<file path="src/rtl/pport_hsk_pkg.sv">
package pport_hsk_pkg;

  localparam int REG_W     = 16;
  localparam int START_BIT = 15;
  localparam int ACK_BIT   = 11;
  localparam int CLR_BIT   = 10;
  localparam int SET_BIT   = 9;
  localparam int EN_BIT    = 8;
  localparam int MODE_HI   = 7;
  localparam int MODE_LO   = 1;
  localparam int TX_BIT    = 0;
  localparam int MODE_W    = MODE_HI - MODE_LO + 1;

  // Register fields the control logic reacts to
  typedef struct packed {
    logic start;
    logic ackSet;
    logic busyClr;
    logic busySet;
    logic busyEn;
    logic txMode;
  } ctlFields_t;

  // Self-clear requests from control to the register datapath
  typedef struct packed {
    logic dropStart;
    logic dropClr;
    logic dropSet;
  } ctlStrobes_t;

endpackage

</file>
<file path="src/rtl/pport_hsk_regs.sv">
module pport_hsk_regs
  import pport_hsk_pkg::*;
#(
  parameter int unsigned ADDR_W = 4,
  parameter logic [ADDR_W-1:0] REG_ADDR = 4'd2
) (
  input  logic              clk,
  input  logic              rstN,
  input  logic [ADDR_W-1:0] regAddr,
  input  logic              regWe,
  input  logic [REG_W-1:0]  regWdata,
  input  ctlStrobes_t       strobes,
  output logic [REG_W-1:0]  regRdata,
  output ctlFields_t        fields
);

  logic              startQ, ackQ, clrQ, setQ, enQ, txQ;
  logic [MODE_W-1:0] modeQ;
  logic              addrHit, wrHit;
  logic [REG_W-1:0]  regImage;

  assign addrHit = (regAddr == REG_ADDR);
  assign wrHit   = regWe && addrHit;

  // Mode field: plain storage, one flop per bit
  for (genvar gi = 0; gi < MODE_W; gi++) begin : g_mode
    always_ff @(posedge clk) begin
      if (!rstN)      modeQ[gi] <= 1'b0;
      else if (wrHit) modeQ[gi] <= regWdata[MODE_LO + gi];
    end
  end

  always_ff @(posedge clk) begin
    if (!rstN) begin
      startQ <= 1'b0;
      ackQ   <= 1'b0;
      clrQ   <= 1'b0;
      setQ   <= 1'b0;
      enQ    <= 1'b0;
      txQ    <= 1'b0;
    end else if (wrHit) begin
      txQ    <= regWdata[TX_BIT];
      startQ <= regWdata[START_BIT] & regWdata[TX_BIT];
      ackQ   <= regWdata[ACK_BIT];
      clrQ   <= regWdata[CLR_BIT];
      setQ   <= regWdata[SET_BIT] & ~regWdata[CLR_BIT];
      enQ    <= regWdata[EN_BIT];
    end else begin
      if (strobes.dropStart) startQ <= 1'b0;
      if (strobes.dropClr)   clrQ   <= 1'b0;
      if (strobes.dropSet)   setQ   <= 1'b0;
    end
  end

  always_comb begin
    regImage                  = '0;
    regImage[START_BIT]       = startQ;
    regImage[ACK_BIT]         = ackQ;
    regImage[CLR_BIT]         = clrQ;
    regImage[SET_BIT]         = setQ;
    regImage[EN_BIT]          = enQ;
    regImage[MODE_HI:MODE_LO] = modeQ;
    regImage[TX_BIT]          = txQ;
  end

  assign regRdata = addrHit ? regImage : '0;

  assign fields.start   = startQ;
  assign fields.ackSet  = ackQ;
  assign fields.busyClr = clrQ;
  assign fields.busySet = setQ;
  assign fields.busyEn  = enQ;
  assign fields.txMode  = txQ;


  start_one_cycle_chk: assert property (@(posedge clk) disable iff (!rstN)
    (startQ && !wrHit) |=> !startQ);


  start_needs_tx_chk: assert property (@(posedge clk) disable iff (!rstN)
    startQ |-> txQ);


  no_dual_cmd_chk: assert property (@(posedge clk) disable iff (!rstN)
    !(clrQ && setQ));

endmodule

</file>
<file path="src/rtl/pport_hsk_ctl.sv">
module pport_hsk_ctl
  import pport_hsk_pkg::*;
(
  input  logic        clk,
  input  logic        rstN,
  input  ctlFields_t  fields,
  input  logic        strobeIn,
  input  logic        engineBusy,
  input  logic        pinMuxSel,
  input  logic        pinDirOut,
  output logic        busyOut,
  output logic        busyOe,
  output logic        ackOutN,
  output logic        txPollReq,
  output ctlStrobes_t strobes
);

  logic busyQ, ignoreQ, busyNext, ignoreNext, rxMode, genLive;

  assign rxMode  = !fields.txMode;
  assign genLive = rxMode && fields.busyEn && !ignoreQ;

  always_comb begin
    if (!rxMode)              busyNext = 1'b0;
    else if (fields.busyClr)  busyNext = 1'b0;
    else if (fields.busySet)  busyNext = 1'b1;
    else if (genLive)         busyNext = engineBusy | strobeIn;
    else                      busyNext = busyQ;
  end

  always_comb begin
    if (rxMode && fields.busyClr) ignoreNext = 1'b0;
    else if (!fields.busyEn)      ignoreNext = 1'b1;
    else                          ignoreNext = ignoreQ;
  end

  always_ff @(posedge clk) begin
    if (!rstN) begin
      busyQ   <= 1'b0;
      ignoreQ <= 1'b1;
    end else begin
      busyQ   <= busyNext;
      ignoreQ <= ignoreNext;
    end
  end

  assign strobes.dropStart = fields.start;
  assign strobes.dropClr   = fields.busyClr && (!rxMode || !busyQ);
  assign strobes.dropSet   = fields.busySet && (!rxMode || busyQ);

  assign busyOut   = busyQ;
  assign busyOe    = rxMode && fields.busyEn && !pinMuxSel && pinDirOut;
  assign ackOutN   = !fields.ackSet;
  assign txPollReq = fields.start;


  clr_forces_low_chk: assert property (@(posedge clk) disable iff (!rstN)
    (rxMode && fields.busyClr) |=> !busyOut);


  set_forces_high_chk: assert property (@(posedge clk) disable iff (!rstN)
    (rxMode && fields.busySet && !fields.busyClr) |=> busyOut);


  tx_busy_low_chk: assert property (@(posedge clk) disable iff (!rstN)
    !rxMode |=> !busyOut);


  ignore_hold_chk: assert property (@(posedge clk) disable iff (!rstN)
    (rxMode && ignoreQ && !fields.busyClr && !fields.busySet) |=> $stable(busyOut));

endmodule

</file>
<file path="src/rtl/pport_hsk_ctrl.sv">
module pport_hsk_ctrl
  import pport_hsk_pkg::*;
#(
  parameter int unsigned ADDR_W = 4,
  parameter logic [ADDR_W-1:0] REG_ADDR = 4'd2
) (
  input  logic              clk,
  input  logic              rstN,
  input  logic [ADDR_W-1:0] regAddr,
  input  logic              regWe,
  input  logic [15:0]       regWdata,
  output logic [15:0]       regRdata,
  input  logic              strobeIn,
  input  logic              engineBusy,
  input  logic              pinMuxSel,
  input  logic              pinDirOut,
  output logic              busyOut,
  output logic              busyOe,
  output logic              ackOutN,
  output logic              txPollReq
);

  ctlFields_t  fields;
  ctlStrobes_t strobes;

  pport_hsk_regs #(.ADDR_W(ADDR_W), .REG_ADDR(REG_ADDR)) u_regs (
    .clk      (clk),
    .rstN     (rstN),
    .regAddr  (regAddr),
    .regWe    (regWe),
    .regWdata (regWdata),
    .strobes  (strobes),
    .regRdata (regRdata),
    .fields   (fields)
  );

  pport_hsk_ctl u_ctl (
    .clk        (clk),
    .rstN       (rstN),
    .fields     (fields),
    .strobeIn   (strobeIn),
    .engineBusy (engineBusy),
    .pinMuxSel  (pinMuxSel),
    .pinDirOut  (pinDirOut),
    .busyOut    (busyOut),
    .busyOe     (busyOe),
    .ackOutN    (ackOutN),
    .txPollReq  (txPollReq),
    .strobes    (strobes)
  );

endmodule

</file>
<file path="config.mk">
export PLATFORM = sky130hd
export DESIGN_NAME = pport_hsk_ctrl
export DESIGN_NICKNAME = d
export VERILOG_FILES = /design/src/rtl/pport_hsk_pkg.sv /design/src/rtl/pport_hsk_regs.sv /design/src/rtl/pport_hsk_ctl.sv /design/src/rtl/pport_hsk_ctrl.sv
export SDC_FILE = /design/constraint.sdc
export NUM_CORES = 1
export LEC_CHECK = 0
export ABC_CLOCK_PERIOD_IN_PS = 1600
export BUFFER_PORTS_ARGS = -buffer_cell sky130_fd_sc_hd__buf_2
export CORE_MARGIN = 2
export CORE_UTILIZATION = 41
export DETAILED_ROUTE_END_ITERATION = 12
export GPL_ROUTABILITY_DRIVEN = 0
export HOLD_SLACK_MARGIN = 0.05
export PLACE_DENSITY = 0.86
export SLEW_MARGIN = 5
export SYNTH_ARGS = -nofsm -noshare
export SYNTH_HDL_FRONTEND = slang
export SYNTH_SLANG_ARGS = --single-unit
</file>
<file path="constraint.sdc">
create_clock -name clk -period 1.6 [get_ports clk]
set_input_delay 0.08 -clock clk [delete_from_list [all_inputs] [get_ports clk]]
set_output_delay 0.08 -clock clk [all_outputs]
set_load 0.05 [all_outputs]
</file>
# == Yosys cells after proc, flatten, opt, wreduce, memory -nomap -nowiden ==
# Cells that the tools add are included.
# classes
n_eq_ne,2
bitwise_logic,5
reduce_logical,20
muxes,9
# op_table
cell,n
two-way mux 16 bit,1
logical AND 1 bit,8
two-way mux 1 bit,8
nonzero test 2 bit,3
zero test 1 bit,5
"== test 4 x 2 -> 1 bit, second input constant",1
OR reduction 3 bit,1
bitwise AND 1 bit,2
logical OR 1 bit,2
"inequality test 2 x 1 -> 1 bit, second input constant",1
inverter 1 bit,2
AND reduction 2 bit,1
bitwise OR 1 bit,1
# totals
output_inout_bits,20
regBits,15
input_bits,27
elab_cells,51

# == Longest topological paths before layout ==
# Gate-level depths: netlist of the first run.
# logic_depth
word_depth,5
depth_mapped,4
depth_no_buf,3

# == Modules after synthesis ==
# Synthesis of the first run repeated with hierarchy kept, for this count alone.
# hier_totals
hier_cells,98
hier_area_um2,862.1
# by_module_without_submodules
module,cells_each,seq_area_each_um2,area_per_inst_um2,instances
pport_hsk_regs,82,260.2,718.2,1
pport_hsk_ctl,16,40.0,143.9,1

# == Least setup slack after synthesis of the first run ==
# No wires, ideal clock.
# synth_path
path_type,reg2out
startpoint,register u_regs.txQ
endpoint,output busyOe
t_required_ns,1.520
t_arrival_ns,1.876
path_stages_with_launch,2
slack_ns,-0.356
cell_sequence,dfxtp_1 nor4bb_1
# synth_between
elab_chain_cells,4
# synth_rtl
element,line,source
from (decl),pport_hsk_regs.sv:17,"logic startQ, ackQ, clrQ, setQ, enQ, txQ;"
from (signal assigned),pport_hsk_regs.sv:42,txQ <= regWdata[TX_BIT];
zero test 1 bit,pport_hsk_ctl.sv:20,assign rxMode = !fields.txMode;
logical AND 1 bit (3 in a row),pport_hsk_ctl.sv:52,assign busyOe = rxMode && fields.busyEn && !pinMuxSel && pinDirOut;
to (decl),pport_hsk_ctrl.sv:18,"output logic busyOe,"
# No other way between the ends.

# == Final worst setup path of the first run ==
# Same ends and word-level chain as after synthesis.

==> flow_metrics.tcl, run 1 <==
set metrics [dict create \
    p_leak_nw 0.606 \
    ant_nets 0 \
    dieArea_sq_mm 0.00222 \
    dr.pass1.iters 4 \
    fin_tns_setup_ns 0 \
    final-hold-violation-count 0 \
    ir_worst_vdd_mv 0.445 \
    r2r-start "u_ctl.ignoreQ" \
    h-tree-depth 1 \
    worstPathRequired_ns 1.52 \
    antenna_found_initial 0 \
    drive_above_1_share_pct 35.0 \
    nets 168 \
    rr_worst_depth 3 \
    yosys.area.top_type "dfxtp_1" \
    r2r_setup_slack_ns 0.34 \
    rsz0062_at_grt "no" \
    hp-class "input port to flip-flop" \
    setup_viol 0 \
    grt_pass1_vias 602 \
    core_sq_mm 0.00175 \
    min_period_ns 1.30 \
    diodes 0 \
    avgSynthCellArea_sq_um 8.56 \
    vias_per_cell 4.49 \
    r2r-end "u_ctl.busyOut" \
    synth_ff_type "dfxtp_1" \
    power_mw 0.692 \
    outcome "complete, no violations" \
    vias 741 \
    num_rows 15 \
    synth_area_leaders "dfxtp_1 39%, mux2i_1 14%, nand2_1 11%" \
    die_w_microns 47.1 \
    cap_viol_max_count 0 \
    power_density_mw_per_mm2 621 \
    totalWireLength_mm 1.56 \
    cp_max_fo 6 \
    yosysMostFrequentCell "nand2_1" \
    grt_usage_pct 14.3 \
    ys_async_sr_fraction_pct 0 \
    wire_per_inst_microns 9.42 \
    critPathCapture "busyOe" \
    final-max-slew-violation-count 0 \
    endpoint_kind "output pin" \
    ys_ff_latch 15 \
    timing.final.crit_share_pct 81.3 \
    grt-ovfl-total 0 \
    yosysSeqAreaShare_pct 39.4 \
    crit_arrival_ns 1.22 \
    port_buffers 40 \
    clk_latency_ns 0.27 \
    cts_tree "yes" \
    synth_top_area_share_pct 39.4 \
    postCtsSetupBuffers 0 \
    cts_root_buf "clkbuf_4" \
    skew_ns 0.000337 \
    clockBufferDepth 2 \
    crit_type "flip-flop to output pin" \
    area_delta_synth_final_pct 46.1 \
    fmax_mhz 769 \
    io_pins 47 \
    synthDistinctLibCells 21 \
    synth_common_cells "23 x nand2_1, 15 x dfxtp_1, 13 x and2_1, 11 x mux2i_1, 4 x clkbuf_1" \
    syn_area_sq_um 762 \
    grt_max_degree 28 \
    place_hpwl_mm 1.13 \
    cts.clk_slew.worst_paths_ns 0.09 \
    start_util_pct 43.7 \
    route.detailed.drc 0 \
    netlist_instances 89 \
    crit_path_start "u_regs.txQ" \
    yosysWarnings 0 \
    drt-initial-drc-count 7 \
    fp.dieH_microns 47.1 \
    synth-edff-count 0 \
    cp-start-kind "flip-flop" \
    grt_pass1_wl_mm 2.26 \
    numCtsBuffers 3 \
    cts_sinks 15 \
]
==> logic make-up (layout without fill, tap and decap cells) <==
kind of cell           Yosys count  after routing  synth area share [%]
AOI/OAI and AO/OA                4              4                  3.12
buffers and inverters           10             59                  7.39
DFF                             15             15                  39.4
muxes                           11             11                  14.5
other                            1              3                 0.492
and+or+nand+nor                 48             48                  35.1
==> report_power, final <==
| group | leakage, nW | switching [mW] | internal (mW) |
|---|---|---|---|
| logic | 0.468 | 0.0522 | 0.0513 |
| registers | 0.121 | 0.00240 | 0.377 |
| clock network | 0.0177 | 0.117 | 0.0926 |
==> routing by layer <==
layer / track usage (%) / wire, microns / vias up / part of all wire (%)
li1: - / - / 383 / -
met1: 14.3 / 632 / 330 / 41
met2: 28.2 / 814 / 26 / 52
met3: 3.46 / 100 / 2 / 6.4
met4: 5.00 / 8 / 0 / 0.51
met5: 0 / 0 / - / 0
==> how the worst min path moves through the flow <==
| stage | endpoint | slack [ns] | cells past startpoint | startpoint |
|---|---|---|---|---|
| final | u_regs.setQ | 0.20 | 3 | regWdata[9] |
| after global routing | u_regs.setQ | 0.19 | 3 | regWdata[9] |
| after CTS | u_ctl.ignoreQ | 0.19 | 2 | rstN |
| after detailed placement | u_regs.ackQ | 0.33 | 3 | regWdata[11] |
| after global placement | u_regs.startQ | 0.33 | 3 | regWdata[0] |
| after floorplan | u_regs.startQ | 0.21 | 2 | regWdata[0] |
==> state kept, by name, indices dropped and copies added, names as in the netlist <==
register / cells
u_ctl.busyOut: 1
u_ctl.ignoreQ: 1
u_regs.ackQ: 1
u_regs.clrQ: 1
u_regs.enQ: 1
u_regs.modeQ: 7
u_regs.setQ: 1
u_regs.startQ: 1
u_regs.txQ: 1
==> what timing repair did <==
action                     CTS  global route
hold buffers                12             0
gates resized for setup      0             0
hold endpoints to repair    12             0
setup endpoints to repair    0             0
==> cell usage in the layout (no fill, tap or decap) <==
master	n
a21oi_1	1
a22o_1	1
and2_1	13
and4b_1	1
buf_2	40
buf_4	1
clkbuf_4	3
clkinv_2	1
conb_1	3
dfxtp_1	15
dlygate4sd3_1	12
inv_1	2
mux2i_1	11
nand2_1	23
nand2_4	1
nand3_1	2
nor2_1	2
nor2b_1	2
nor3_1	1
nor4b_4	1
nor4bb_2	1
o21ai_0	2
or4b_2	1
==> cell type report <==
cell class	instances	area, sq um
Fill cell	167	632
Multi-Input combinational cell	66	419
Timing Repair Buffer	53	328
Sequential cell	15	300
Tap cell	25	31.3
Clock buffer	3	22.5
Inverter	2	7.51
Clock inverter	1	5.00
==> through the flow <==
stage | cells | area (sq um) | utilization [%] | worst slack (ns) | hold slack (ns)
after floorplan | 91 | 776 | - | 0.149 | 0.206
after global placement | 149 | 966 | 55.3 | 0.384 | 0.325
after detailed placement | 149 | 966 | 55.3 | 0.345 | 0.328
after CTS | 165 | 1110 | 63.8 | 0.277 | 0.191
after global routing | 165 | 1110 | 63.8 | 0.223 | 0.195
final | 165 | 1110 | 63.8 | 0.300 | 0.196
==> critical path, cell delays in order, from the launching register on <==
cell and delay (ns):
dfxtp_1 0.37, nor4bb_2 0.27, buf_2 0.30
No activity file was read; power rests on OpenSTA's default activity.
==> run 2: changes to the inputs <==
ABC_CLOCK_PERIOD_IN_PS = 1200   (was 1600)
clock period = 1.2 ns   (was 1.6 ns; I/O delays follow)
==> run 2 against run 1 <==
  * Sequential cell count unchanged
  * Clock power up 33%
  * Largest power group unchanged
  * Combinational power up 45%
  * Critical path depth unchanged
  * Setup slack worse by 0.27 ns
  * Final area up 4.7%
  * Critical path type unchanged
  * First-iteration DRC count up 57%
==> flow_metrics.tcl, run 2 (synthesized netlist as in run 1, its figures left out) <==
set metrics [dict create \
    outcome "complete, no violations" \
    grt_usage_pct 15.8 \
    combinationalPowerShare_pct 16.0 \
    drt-initial-drc-count 11 \
    layout_common_cells "39 x buf_2, 23 x nand2_1, 13 x and2_1" \
    p_leak_nw 0.625 \
    grt-ovfl-total 0 \
    num_rows 15 \
    cap_viol_max_count 0 \
    hp-class "input port to flip-flop" \
    antenna_found_initial 0 \
    rr_worst_depth 3 \
    cp-start-kind "flip-flop" \
    crit_type "flip-flop to output pin" \
    design_area_sq_mm 0.00117 \
    area_delta_synth_final_pct 53.0 \
    route.detailed.drc 0 \
    ir_worst_vdd_mv 0.420 \
    cp_max_fo 5 \
    nets 170 \
    crit_arrival_ns 1.11 \
    hold_start "rstN" \
    p_sw_share_pct 24.9 \
    final-max-slew-violation-count 0 \
    endpoint_kind "output pin" \
    seqPwrFrac_pct 54.2 \
    clockBufferDepth 2 \
    place_hpwl_mm 1.20 \
    grt_pass1_vias 638 \
    core_sq_mm 0.00175 \
    start_util_pct 43.7 \
    fmax_mhz 856 \
    numCtsBuffers 3 \
    r2r-end "u_ctl.busyOut" \
    cp_top_family "flip-flops" \
    fillers 167 \
    r2r-start "u_ctl.ignoreQ" \
    cts_sinks 15 \
    p_sw_mw 0.231 \
    whs_path_depth 2 \
    cts_tree "yes" \
    cts.clk_slew.worst_paths_ns 0.09 \
    min_period_ns 1.17 \
    top_register "u_regs.modeQ" \
    power_frac_clock_pct 29.9 \
    largest_register_ffs 7 \
    ant_nets 0 \
    final_core_util_pct 66.8 \
    grt_max_degree 20 \
    max_stage_delay_ns 0.37 \
    worstPathRequired_ns 1.14 \
    grt_pass1_wl_mm 2.47 \
    skew_ns 0.00254 \
    clk_latency_ns 0.27 \
    dpl_cell_area_sq_mm 0.00100 \
    die_w_microns 47.1 \
    final_common_cell "buf_2" \
    vias_per_cell 4.41 \
    dieArea_sq_mm 0.00222 \
    hold_end "u_ctl.ignoreQ" \
    drive_above_1_share_pct 38.0 \
    vias 737 \
    path_cells "nor4bb_4 > buf_6" \
    h-tree-depth 1 \
    r2r_setup_slack_ns 0.10 \
    final-hold-violation-count 0 \
    intPower_mw 0.699 \
    fp.dieH_microns 47.1 \
    crit_slowest_cell "dfxtp_4" \
    wire_per_inst_microns 9.83 \
    timing.final.crit_share_pct 97.3 \
    diodes 0 \
    cts_root_buf "clkbuf_4" \
    totalWireLength_mm 1.64 \
    power_density_mw_per_mm2 798 \
    dr.pass1.iters 4 \
    rsz0062_at_grt "yes" \
    setup_viol 0 \
    path_buf_inv 1 \
    fin_tns_setup_ns 0 \
    io_pins 47 \
    port_buffers 40 \
]
[run 2: changes by cell type in the layout (fill, tap and decap cells not counted), sizes merged]
cell  change
buf       +2
[run 2: per-layer routing]
layer / global-route usage [%] / wire length (microns)
met1: 16.7 / 681
met2: 30.7 / 854
met3: 3.46 / 106
met4: 5.00 / 0
met5: 0 / 0
[run 2: cell type report]
class                   count  area [sq um]  share of cell area [%]
multi-input cells          66           432                    37.0
repair buffers             55           362                    31.0
flip-flops and latches     15           307                    26.3
well taps                  25          31.3                    2.68
clock buffers               3          22.5                    1.93
inverters                   2          7.51                   0.644
clock inverters             1          5.00                   0.429
[run 2: power by group through the flow]
stage / registers [mW] / logic (mW) / clock network [mW]
after floorplan: 0.518 / 0.0720 / 0
after global placement: 0.517 / 0.116 / 0
after detailed placement: 0.517 / 0.118 / 0
after CTS: 0.506 / 0.148 / 0.294
after global routing: 0.505 / 0.162 / 0.327
final: 0.504 / 0.149 / 0.278
[run 2: repair_timing]
action | in CTS | in global routing
hold buffers | 12 | 1
setup buffers | 0 | 1
hold endpoints to repair | 11 | 1
endpoints found under the setup margin | 3 | 3
resized for setup | 5 | 2
pin swaps | 1 | 1
[run 2: worst max path at each step]
| stage | from | end | slack, ns | cells past startpoint |
|---|---|---|---|---|
| after CTS | u_regs.txQ | busyOe | -0.007 | 2 |
| after floorplan | u_ctl.ignoreQ | u_ctl.busyOut | 0.002 | 3 |
| after detailed placement | u_ctl.ignoreQ | u_ctl.busyOut | -0.04 | 3 |
| final | u_regs.txQ | busyOe | 0.03 | 2 |
| after global placement | u_ctl.ignoreQ | u_ctl.busyOut | -0.004 | 3 |
| after global routing | u_regs.txQ | busyOe | -0.05 | 2 |
[run 2: per-stage QoR]
stage          hold WS, ns  worst slack, ns  instances  total power [mW]
6_report             0.148           0.0320        167             0.930
5_1_grt              0.163          -0.0510        167             0.994
4_1_cts             0.0583         -0.00665        167             0.947
3_5_place_dp         0.308          -0.0406        151             0.635
3_3_place_gp         0.306         -0.00432        151             0.633
2_1_floorplan        0.186          0.00239         91             0.590
==> run 3: changes to the inputs <==
ABC_CLOCK_PERIOD_IN_PS = 1300   (was 1200)
GPL_ROUTABILITY_DRIVEN = 1   (was 0)
SLEW_MARGIN = 20   (was 5)
clock period = 1.3 ns   (was 1.2 ns; I/O delays follow)
==> run 3 against run 2 <==
  * Final area shrank 3.4%
  * Sequential share of layout area grew 0.49 points
  * Via count increased by 0.95%
  * First-iteration DRC count shrank 45%
  * Die area unchanged
  * Largest cell class unchanged
==> flow_metrics.tcl, run 3 (synthesized netlist as in run 1, its figures left out) <==
set metrics [dict create \
    outcome "complete, no violations" \
    fin_tns_setup_ns 0 \
    postCtsSetupBuffers 0 \
    routabilityCongestion 0.559 \
    setup_ws_ns 0.0580 \
    setup_viol 0 \
    top_register "u_regs.modeQ" \
    endpoint_kind "flip-flop" \
    cap_viol_max_count 0 \
    h-tree-depth 1 \
    route.detailed.drc 0 \
    cp-start-kind "flip-flop" \
    rsz0062_at_grt "no" \
    drt-initial-drc-count 6 \
    min_period_ns 1.24 \
    diodes 0 \
    fmax_mhz 805 \
    preCtsSetupSlack_ns 0.0675 \
    power_density_mw_per_mm2 755 \
    dr.pass1.iters 4 \
    skew_ns 0.00212 \
    final-hold-violation-count 0 \
    cp_max_fo 2 \
    drive_above_1_share_pct 35.7 \
    grt_max_degree 28 \
    cts_tree "yes" \
    vias 744 \
    fillers 168 \
    cts_root_buf "clkbuf_4" \
    numCtsBuffers 3 \
    p_leak_nw 0.607 \
    start_util_pct 43.7 \
    place_hpwl_mm 1.18 \
    antenna_found_initial 0 \
    largest_register_ffs 7 \
    layout_common_cells "39 x buf_2, 23 x nand2_1, 14 x dfxtp_1" \
    vias_per_cell 4.51 \
    final-max-slew-violation-count 0 \
    worstPathRequired_ns 1.46 \
    timing.final.crit_share_pct 95.5 \
    fp.dieH_microns 47.1 \
    whs_ns 0.0759 \
    crit_arrival_ns 1.41 \
    cts.clk_slew.worst_paths_ns 0.09 \
    die_w_microns 47.1 \
    grt-ovfl-total 0 \
    r2r_setup_slack_ns 0.06 \
    cts_sinks 15 \
    port_buffers 40 \
    ir_worst_vdd_mv 0.426 \
    dp.cells 150 \
    grt_pass1_vias 602 \
    num_rows 15 \
    clockBufferDepth 2 \
    grt_usage_pct 15.4 \
    crit_type "flip-flop to flip-flop" \
    multiInputGateArea_sq_um 428 \
    final-seq-area_sq_um 302 \
    ant_nets 0 \
    final_common_cell "buf_2" \
    nets 168 \
    wire_per_inst_microns 9.82 \
    clk_latency_ns 0.27 \
    area_delta_synth_final_pct 47.8 \
    io_pins 47 \
    hp-class "input port to flip-flop" \
    totalWireLength_mm 1.62 \
    fin_cells 165 \
    grt_pass1_wl_mm 2.40 \
    dieArea_sq_mm 0.00222 \
    core_sq_mm 0.00175 \
]
## run 3: layout make-up
cell class	instances	area share [%]
inverter	2	0.667
tap	25	2.78
multi-input combinational	66	38.0
clock buffer	4	2.33
sequential	15	26.8
timing repair buffer	53	29.4
## run 3: timing repair
action / 4_1_cts / 5_1_grt
endpoints found under the hold margin: 10 / 0
hold buffers: 11 / 0
setup endpoints to repair: 1 / 2
resized for setup: 1 / 2
pin swaps: 0 / 0
## run 3: critical path, cell delays in order, from the launching register on
cell,delay [ns]
dfxtp_1,0.31
or4b_2,0.65
o21ai_0,0.09
a21oi_1,0.09
## run 3: worst paths after layout
path | depth (start not counted) | start | end
min | 3 | regWdata[10] | u_regs.clrQ
max | 3 | u_ctl.ignoreQ | u_ctl.busyOut
max reg2reg | 3 | u_ctl.ignoreQ | u_ctl.busyOut
min reg2reg | 2 | u_regs.modeQ[3] | u_regs.modeQ[3]
## run 3: routing by layer
layer	vias up	global-route usage [%]	routed length (microns)
met5	-	0	0
met4	0	3.33	0
met2	27	29.0	846
met1	331	17.5	661
met3	0	3.46	112
li1	386	-	-
## run 3: where the power goes
part	switching (mW)	internal [mW]	total, mW
combinational	0.0669	0.0629	0.130
clock	0.135	0.119	0.253
sequential	0.00290	0.464	0.467
## run 3: through the flow
step                      instance area (sq um)  utilization [%]  power (mW)
after floorplan                             785                -       0.545
after global placement                      982             56.3       0.580
after detailed placement                    982             56.3       0.582
after CTS                                  1120             64.2       0.859
after global routing                       1130             64.5       0.906
final                                      1130             64.5       0.850
